==> src/rtl/iso_link_pkg.sv <==
package iso_link_pkg;

   // One pulse word as it crosses the barrier
   typedef struct packed {
      logic set;
      logic clr;
   } iso_pulse_t;

   // Counter width for a counter that runs from 0 to n-1
   function automatic int unsigned cnt_width(int unsigned n);
      return (n < 2) ? 1 : $clog2(n);
   endfunction

endpackage

==> src/rtl/iso_glitch_filter.sv <==
module iso_glitch_filter #(
   parameter int unsigned MIN_PW_CYC = 5
) (
   input  logic clk,
   input  logic rst_n,
   input  logic raw_in,
   output logic filt_out
);
   localparam int unsigned CW = iso_link_pkg::cnt_width(MIN_PW_CYC);

   if (MIN_PW_CYC == 0) begin : g_bad_width
      $error("MIN_PW_CYC must be at least 1");
   end

   logic smp;

   always_ff @(posedge clk) begin
      if (!rst_n) smp <= 1'b0;
      else        smp <= raw_in;
   end

   if (MIN_PW_CYC <= 1) begin : g_direct
      always_ff @(posedge clk) begin
         if (!rst_n) filt_out <= 1'b0;
         else        filt_out <= smp;
      end
   end else begin : g_count
      logic [CW-1:0] run;
      always_ff @(posedge clk) begin
         if (!rst_n) begin
            filt_out <= 1'b0;
            run      <= '0;
         end else if (smp == filt_out) begin
            run <= '0;
         end else if (run == CW'(MIN_PW_CYC - 1)) begin
            filt_out <= smp;
            run      <= '0;
         end else begin
            run <= run + 1'b1;
         end
      end
   end

   // the filtered level only ever moves to the value just sampled
   p_filt_from_sample_r4: assert property (@(posedge clk) disable iff (!rst_n)
      !$stable(filt_out) |-> (filt_out == $past(smp)));

endmodule

==> src/rtl/iso_edge_tx.sv <==
module iso_edge_tx #(
   parameter int unsigned REFRESH_CYC = 212
) (
   input  logic                     clk,
   input  logic                     rst_n,
   input  logic                     enable,
   input  logic                     level,
   output iso_link_pkg::iso_pulse_t pulse
);
   localparam int unsigned RW = iso_link_pkg::cnt_width(REFRESH_CYC);

   if (REFRESH_CYC < 2) begin : g_bad_refresh
      $error("REFRESH_CYC must be at least 2");
   end

   logic          level_d;
   logic [RW-1:0] idle;
   logic          edge_seen;
   logic          refresh_due;

   assign edge_seen   = (level != level_d);
   assign refresh_due = (idle == RW'(REFRESH_CYC - 1));

   always_ff @(posedge clk) begin
      if (!rst_n) level_d <= 1'b0;
      else        level_d <= level;
   end

   always_ff @(posedge clk) begin
      if (!rst_n || !enable) begin
         idle  <= '0;
         pulse <= '0;
      end else if (edge_seen || refresh_due) begin
         idle      <= '0;
         pulse.set <= level;
         pulse.clr <= ~level;
      end else begin
         idle  <= idle + 1'b1;
         pulse <= '0;
      end
   end

   // both lines never high together
   p_set_clr_excl_r10: assert property (@(posedge clk) disable iff (!rst_n)
      !(pulse.set && pulse.clr));

   // a disabled sender is silent
   p_silent_when_off_r7: assert property (@(posedge clk) disable iff (!rst_n)
      !enable |=> (!pulse.set && !pulse.clr));

   // a set pulse lasts a single cycle
   p_set_one_cycle_r2: assert property (@(posedge clk) disable iff (!rst_n)
      pulse.set |=> !pulse.set);

   // a clear pulse lasts a single cycle
   p_clr_one_cycle_r2: assert property (@(posedge clk) disable iff (!rst_n)
      pulse.clr |=> !pulse.clr);

endmodule

==> src/rtl/iso_latch_rx.sv <==
module iso_latch_rx #(
   parameter int unsigned WDOG_CYC = 625
) (
   input  logic clk,
   input  logic rst_n,
   input  logic set_in,
   input  logic clr_in,
   output logic dout
);
   localparam int unsigned WW = iso_link_pkg::cnt_width(WDOG_CYC);

   if (WDOG_CYC < 2) begin : g_bad_wdog
      $error("WDOG_CYC must be at least 2");
   end

   logic [WW-1:0] quiet;
   logic          expired;

   always_ff @(posedge clk) begin
      if (!rst_n) begin
         dout    <= 1'b1;
         quiet   <= '0;
         expired <= 1'b0;
      end else if (set_in) begin
         dout    <= 1'b1;
         quiet   <= '0;
         expired <= 1'b0;
      end else if (clr_in) begin
         dout    <= 1'b0;
         quiet   <= '0;
         expired <= 1'b0;
      end else if (!expired) begin
         if (quiet == WW'(WDOG_CYC - 1)) begin
            dout    <= 1'b1;
            expired <= 1'b1;
         end else begin
            quiet <= quiet + 1'b1;
         end
      end
   end

   // Independent count of cycles since the last pulse, for the checks below
   logic [WW-1:0] chk_idle;
   always_ff @(posedge clk) begin
      if (!rst_n || set_in || clr_in)            chk_idle <= '0;
      else if (chk_idle != WW'(WDOG_CYC - 1))    chk_idle <= chk_idle + 1'b1;
   end

   // set drives the output high
   p_set_high_r3: assert property (@(posedge clk) disable iff (!rst_n)
      set_in |=> dout);

   // clear alone drives the output low
   p_clr_low_r3: assert property (@(posedge clk) disable iff (!rst_n)
      (clr_in && !set_in) |=> !dout);

   // output rises only from a set pulse or a full quiet window
   p_rise_cause_r8: assert property (@(posedge clk) disable iff (!rst_n)
      $rose(dout) |-> ($past(set_in) || ($past(chk_idle) == WW'(WDOG_CYC - 1))));

   // output never falls without a clear pulse
   p_fall_cause_r3: assert property (@(posedge clk) disable iff (!rst_n)
      $fell(dout) |-> $past(clr_in));

endmodule

==> src/rtl/iso_pulse_link.sv <==
module iso_pulse_link #(
   parameter int unsigned MIN_PW_CYC  = 5,
   parameter int unsigned REFRESH_CYC = 212,
   parameter int unsigned WDOG_CYC    = 625
) (
   input  logic clk,
   input  logic tx_rst_n,
   input  logic rx_rst_n,
   input  logic tx_enable,
   input  logic din,
   output logic pulse_set,
   output logic pulse_clr,
   output logic dout
);
   if (REFRESH_CYC >= WDOG_CYC) begin : g_bad_ratio
      $error("REFRESH_CYC must be shorter than WDOG_CYC");
   end

   logic                     filt_lvl;
   iso_link_pkg::iso_pulse_t tx_pulse;

   iso_glitch_filter #(.MIN_PW_CYC(MIN_PW_CYC)) filt_i (
      .clk      (clk),
      .rst_n    (tx_rst_n),
      .raw_in   (din),
      .filt_out (filt_lvl)
   );

   iso_edge_tx #(.REFRESH_CYC(REFRESH_CYC)) tx_i (
      .clk    (clk),
      .rst_n  (tx_rst_n),
      .enable (tx_enable),
      .level  (filt_lvl),
      .pulse  (tx_pulse)
   );

   assign pulse_set = tx_pulse.set;
   assign pulse_clr = tx_pulse.clr;

   iso_latch_rx #(.WDOG_CYC(WDOG_CYC)) rx_i (
      .clk    (clk),
      .rst_n  (rx_rst_n),
      .set_in (pulse_set),
      .clr_in (pulse_clr),
      .dout   (dout)
   );

endmodule

==> config.mk <==
export PLATFORM = sky130hd
export DESIGN_NAME = iso_pulse_link
export DESIGN_NICKNAME = d
export VERILOG_FILES = /design/src/rtl/iso_link_pkg.sv /design/src/rtl/iso_glitch_filter.sv /design/src/rtl/iso_edge_tx.sv /design/src/rtl/iso_latch_rx.sv /design/src/rtl/iso_pulse_link.sv
export SDC_FILE = /design/constraint.sdc
export NUM_CORES = 1
export LEC_CHECK = 0
export CORE_AREA = 3 3 52 54
export CTS_CLUSTER_SIZE = 8
export DETAILED_ROUTE_END_ITERATION = 7
export DIE_AREA = 0 0 55 57
export GPL_TIMING_DRIVEN = 0
export PLACE_DENSITY = 0.72
export REMOVE_ABC_BUFFERS = 1
export SETUP_SLACK_MARGIN = 0.3
export SLEW_MARGIN = 10
export SYNTH_ARGS = -nofsm -noshare
export SYNTH_HDL_FRONTEND = slang
export SYNTH_SLANG_ARGS = --single-unit
==> constraint.sdc <==
create_clock -name clk -period 1.85 [get_ports clk]
set_input_delay 0.37 -clock clk [delete_from_list [all_inputs] [get_ports clk]]
set_output_delay 0.37 -clock clk [all_outputs]
set_load 0.01 [all_outputs]
== After elaboration in Yosys (flattened, before gate mapping) ==
Index checks and enable logic that the tools add are counted.
Operators by class
  reduce and logical (&&, ||, !) cells: 13
  eq/ne operators: 6
  $add $sub $neg: 3
  bitwise gates (word level): 7
  mux-type cells: 5
Operators with widths (number)
  adder 10 x 1 -> 10 bit (second input constant): 1
  equality test 10 bit (second input constant): 1
  adder 8 x 1 -> 8 bit (second input constant): 1
  equality test 8 bit (second input constant): 1
  inverter 1 bit: 7
  AND reduction 2 bit: 3
  OR reduction 2 bit: 3
  OR reduction 3 bit: 2
  2-to-1 mux 1 bit: 5
  adder 3 x 1 -> 3 bit (second input constant): 1
  equality test 3 bit (second input constant): 1
  logical NOT 1 bit: 2
  logical OR 1 bit: 2
  inequality test 2 bit (second input constant): 1
  nonzero test 2 bit: 1
  equality test 1 bit: 1
  inequality test 1 bit: 1
Word-level totals
  logic and storage cells: 44
  output and inout port bits: 3
  input bits: 5
  register bits after elaboration: 28

== Longest topological paths before layout ==
  depth in word-level cells: 4
  gate-level depth with buffers: 5
  mapped depth without buffers: 5

== Cells and area by module ==
A second synthesis with hierarchy kept.
Unflattened totals
  cell total of the unflattened synthesis: 136
  area, all modules: 1276.2 um^2
By module, submodules not included
  iso_latch_rx: area an instance 600.6 um^2, seq. area each 240.2 um^2, cells an instance 69, instances 1
  iso_edge_tx: area an instance 450.4 um^2, seq. area each 220.2 um^2, cells an instance 46, instances 1
  iso_glitch_filter: area an instance 225.2 um^2, seq. area each 100.1 um^2, cells an instance 21, instances 1

== Least setup slack after synthesis ==
Ideal clock, no wire load.
  path kind: reg2reg
  start point: reg rx_i.quiet[0]
  end point: reg rx_i.quiet[0]
  data required time: 1778 ps
  clock period less this slack: 1325 ps
  setup time: 72 ps
  cell stages (with the launch flop): 6
  buffers on the path: 0
  arrival time: 1253 ps
  path slack: 525 ps
  cells stage by stage: dfxtp_1 -> inv_1 -> ha_1 -> nor4b_2 -> a31oi_1 -> mux2i_1
On the way
  cells in the longest elaborated chain, start to end: 3
  elaborated cells on any way between the ends: 4
  classes of those cells: add/sub: 1; eq/ne: 1; bitwise: 1; reduce/logical: 1
RTL lines
  from (decl): line iso_latch_rx.sv:16  | logic [WW-1:0] quiet;
  from (signal assigned): line iso_latch_rx.sv:37  | quiet <= quiet + 1'b1;
  parallel branches: the longest is 3 deep, another holds adder 10 x 1 -> 10 bit
Parallel ways; which one is timed is not known.
A chain may end at the register's enable or synchronous reset.

== Worst setup path in the final report ==
  start point: reg rx_i.quiet[0]
  end point: reg rx_i.quiet[1]
The elaborated chain is that of the path after synthesis.

==> flow_metrics.tcl <==
set metrics [dict create \
    outcome "completed" \
    die_x_um 55 \
    grt_pass1_wl_mm 3.53 \
    antenna_cells 0 \
    syn_area_per_cell_sq_um 9.14 \
    grt_overflow 0 \
    synth_cell_types 34 \
    layout_commonest_cell "dfxtp_1" \
    stdcell_area_sq_um 1370 \
    leakagePower_nw 0.513 \
    cts-root-buf "clkbuf_4" \
    cp_slowest_stage_delay_ns 0.42 \
    drc_errors 0 \
    critPathLaunchType "flop" \
    netlist_area_sq_um 1220 \
    wl_mm 2.05 \
    vdd_ir_drop_max_v 0.000483 \
    ctsLongestPathBuffers 2 \
    die_area_sq_um 3140 \
    finalSetupViolations 0 \
    finalCritPeriodShare_pct 79.1 \
    first_pass_iters 4 \
    ys_ff_latch 28 \
    via_per_inst 5.57 \
    fmax_mhz 684 \
    synth_edf_count 0 \
    worst-path-max-fanout 4 \
    powerDensity_nw_per_um2 708 \
    netlist.area_leader.share_pct 45.8 \
    yosys-top-cells-area "dfxtp_1 (46%), ha_1 (5.1%), nand2_1 (3.7%)" \
    rsz0062_at_grt "no" \
    hold_viol_final 0 \
    num_io_pins 8 \
    grt_max_degree 16 \
    core-area_sq_um 2250 \
    placed_area_sq_um 1330 \
    wire_per_inst_um 11.9 \
    tightest_slew_ns 0.388 \
    maxCapViolCount 0 \
    place_congestion 0.804 \
    cts_made_buffers 3 \
    dr.first_iter.drc_count 17 \
    synthArstFlopShare_pct 0 \
    grt_antenna_before_repair 0 \
    finalSetupTns_ns 0 \
    final_cell_mix "dfxtp_1 (28), nand2_1 (12), nor2_1 (11), inv_1 (8), a21oi_1 (8)" \
    post-route-min-period_ns 1.46 \
    crit_chain "inv_1 -> ha_1 -> nor4b_2 -> a31oi_2 -> mux2i_1" \
    cts_hold_buf 0 \
    slew_violations 0 \
    drive_gt1_share_pct 8.33 \
    clkTransAtPathRegs_ns 0.14 \
    vias 958 \
    cts_tree "built" \
    area_delta_synth_final_pct 11.8 \
    num_rows 17 \
    htreeDepth 1 \
    ant_nets 0 \
    die_h_um 57 \
    dp_hpwl_mm 1.56 \
    fin_skew_ns 0.00322 \
    worstPathRequired_ns 2.11 \
    fill_cells 215 \
    start_util_pct 54.3 \
    ys.flop_type "dfxtp_1" \
    end_kind "flop" \
    syn_inst 134 \
    grt_use_total_pct 14.8 \
    slowest_stage "dfxtp_1" \
    yosys.area.top_type "dfxtp_1" \
    relSlewSlack_pct 74.0 \
    cts_sinks 28 \
    synth.yosys.seq_area_share_pct 45.8 \
    nets 155 \
    clock_latency_ns 0.32 \
    grt_pass1_vias 899 \
    hold_class "flop to flop" \
    critical_path_class "flop to flop" \
    yosysWarnings 0 \
    io_buffers 7 \
    worstPathArrival_ns 1.72 \
]
Yosys cell counts, types with 2 or more instances:
cell type,n
and3_1,2
inv_1,8
and2_1,3
o21ai_0,5
or4_1,3
xor2_1,3
nor2_1,11
nor2b_1,2
nand2_1,12
nand3_1,7
a21oi_1,8
nand2b_1,3
nor3b_1,2
ha_1,5
dfxtp_1,28
xnor2_1,4
o31ai_1,3
nand4_1,2
or3_1,5
mux2i_1,4
kinds of logic (layout without fill, tap and decap cells):
kind of cell	count (synthesis)	in the layout	share of synthesized area, %
muxes	4	4	3.27
DFF	28	28	45.8
adders and majority gates	5	5	5.11
xor gates and xnor gates	7	7	5.01
buffers and inverters	10	20	3.06
and+or+nand+nor	58	58	26.2
AOI/OAI and AO/OA	22	22	11.5
stage by stage:
| stage | utilization, % | setup slack (ns) | std cells | power [mW] | hold slack [ns] |
|---|---|---|---|---|---|
| 2_1_floorplan | - | 0.525 | 133 | 0.671 | 0.417 |
| 3_3_place_gp | 58.8 | 0.161 | 168 | 0.688 | 0.429 |
| 3_5_place_dp | 58.8 | 0.0604 | 168 | 0.693 | 0.433 |
| 4_1_cts | 60.5 | 0.374 | 172 | 0.984 | 0.455 |
| 5_1_grt | 60.8 | 0.316 | 172 | 1.01 | 0.490 |
| 6_report | 60.8 | 0.387 | 172 | 0.970 | 0.451 |
per-layer routing:
metal	vias up	global-route usage (%)	routed length (um)
met5	-	0	0
met4	0	6.25	33
met3	4	2.35	55
met2	13	26.9	1080
met1	450	16.4	885
li1	491	-	-
final timing paths:
check | endpoint | start | slack, ns | depth (start not counted)
worst max-delay path | rx_i.quiet[1] | rx_i.quiet[0] | 0.39 | 5
worst min-delay path | filt_i.g_count.run[0] | filt_i.g_count.run[0] | 0.45 | 1
worst max register to register | rx_i.quiet[1] | rx_i.quiet[0] | 0.39 | 5
worst min register to register | filt_i.g_count.run[0] | filt_i.g_count.run[0] | 0.45 | 1
critical path: cells and delay by family (launching register included):
family,cells,cell delay [ns]
fa+ha+maj,1,0.20
buf+inv,1,0.08
flops,1,0.42
simple gates,1,0.18
compound gates,1,0.30
mux,1,0.22
cell type report:
cell class / instances / area [sq um] / share of cell area, %
Tap cell: 28 / 35.0 / 2.56
Clock buffer: 4 / 36.3 / 2.65
Sequential cell: 28 / 561 / 40.9
Multi-Input combinational cell: 96 / 638 / 46.6
Timing Repair Buffer: 7 / 66.3 / 4.84
Inverter: 9 / 33.8 / 2.47
sequential cells by signal (all words and copies together), names as in the netlist:
signal,flops
filt_i.filt_out,1
filt_i.g_count.run,3
filt_i.smp,1
rx_i.dout,1
rx_i.expired,1
rx_i.quiet,10
tx_i.idle,8
tx_i.level_d,1
tx_i.pulse,2
timing repair:
action | 4_1_cts | 5_1_grt
setup endpoints to repair | 4 | 1
resized for setup | 4 | 1
setup buffers | 0 | 0
report_power, final:
part           switching (mW)  total (mW)  leakage, nW  internal (mW)
combinational          0.0287      0.0556        0.265         0.0269
sequential             0.0110       0.624        0.227          0.613
clock                   0.170       0.290       0.0210          0.120
(Power assumes the default switching activity.)
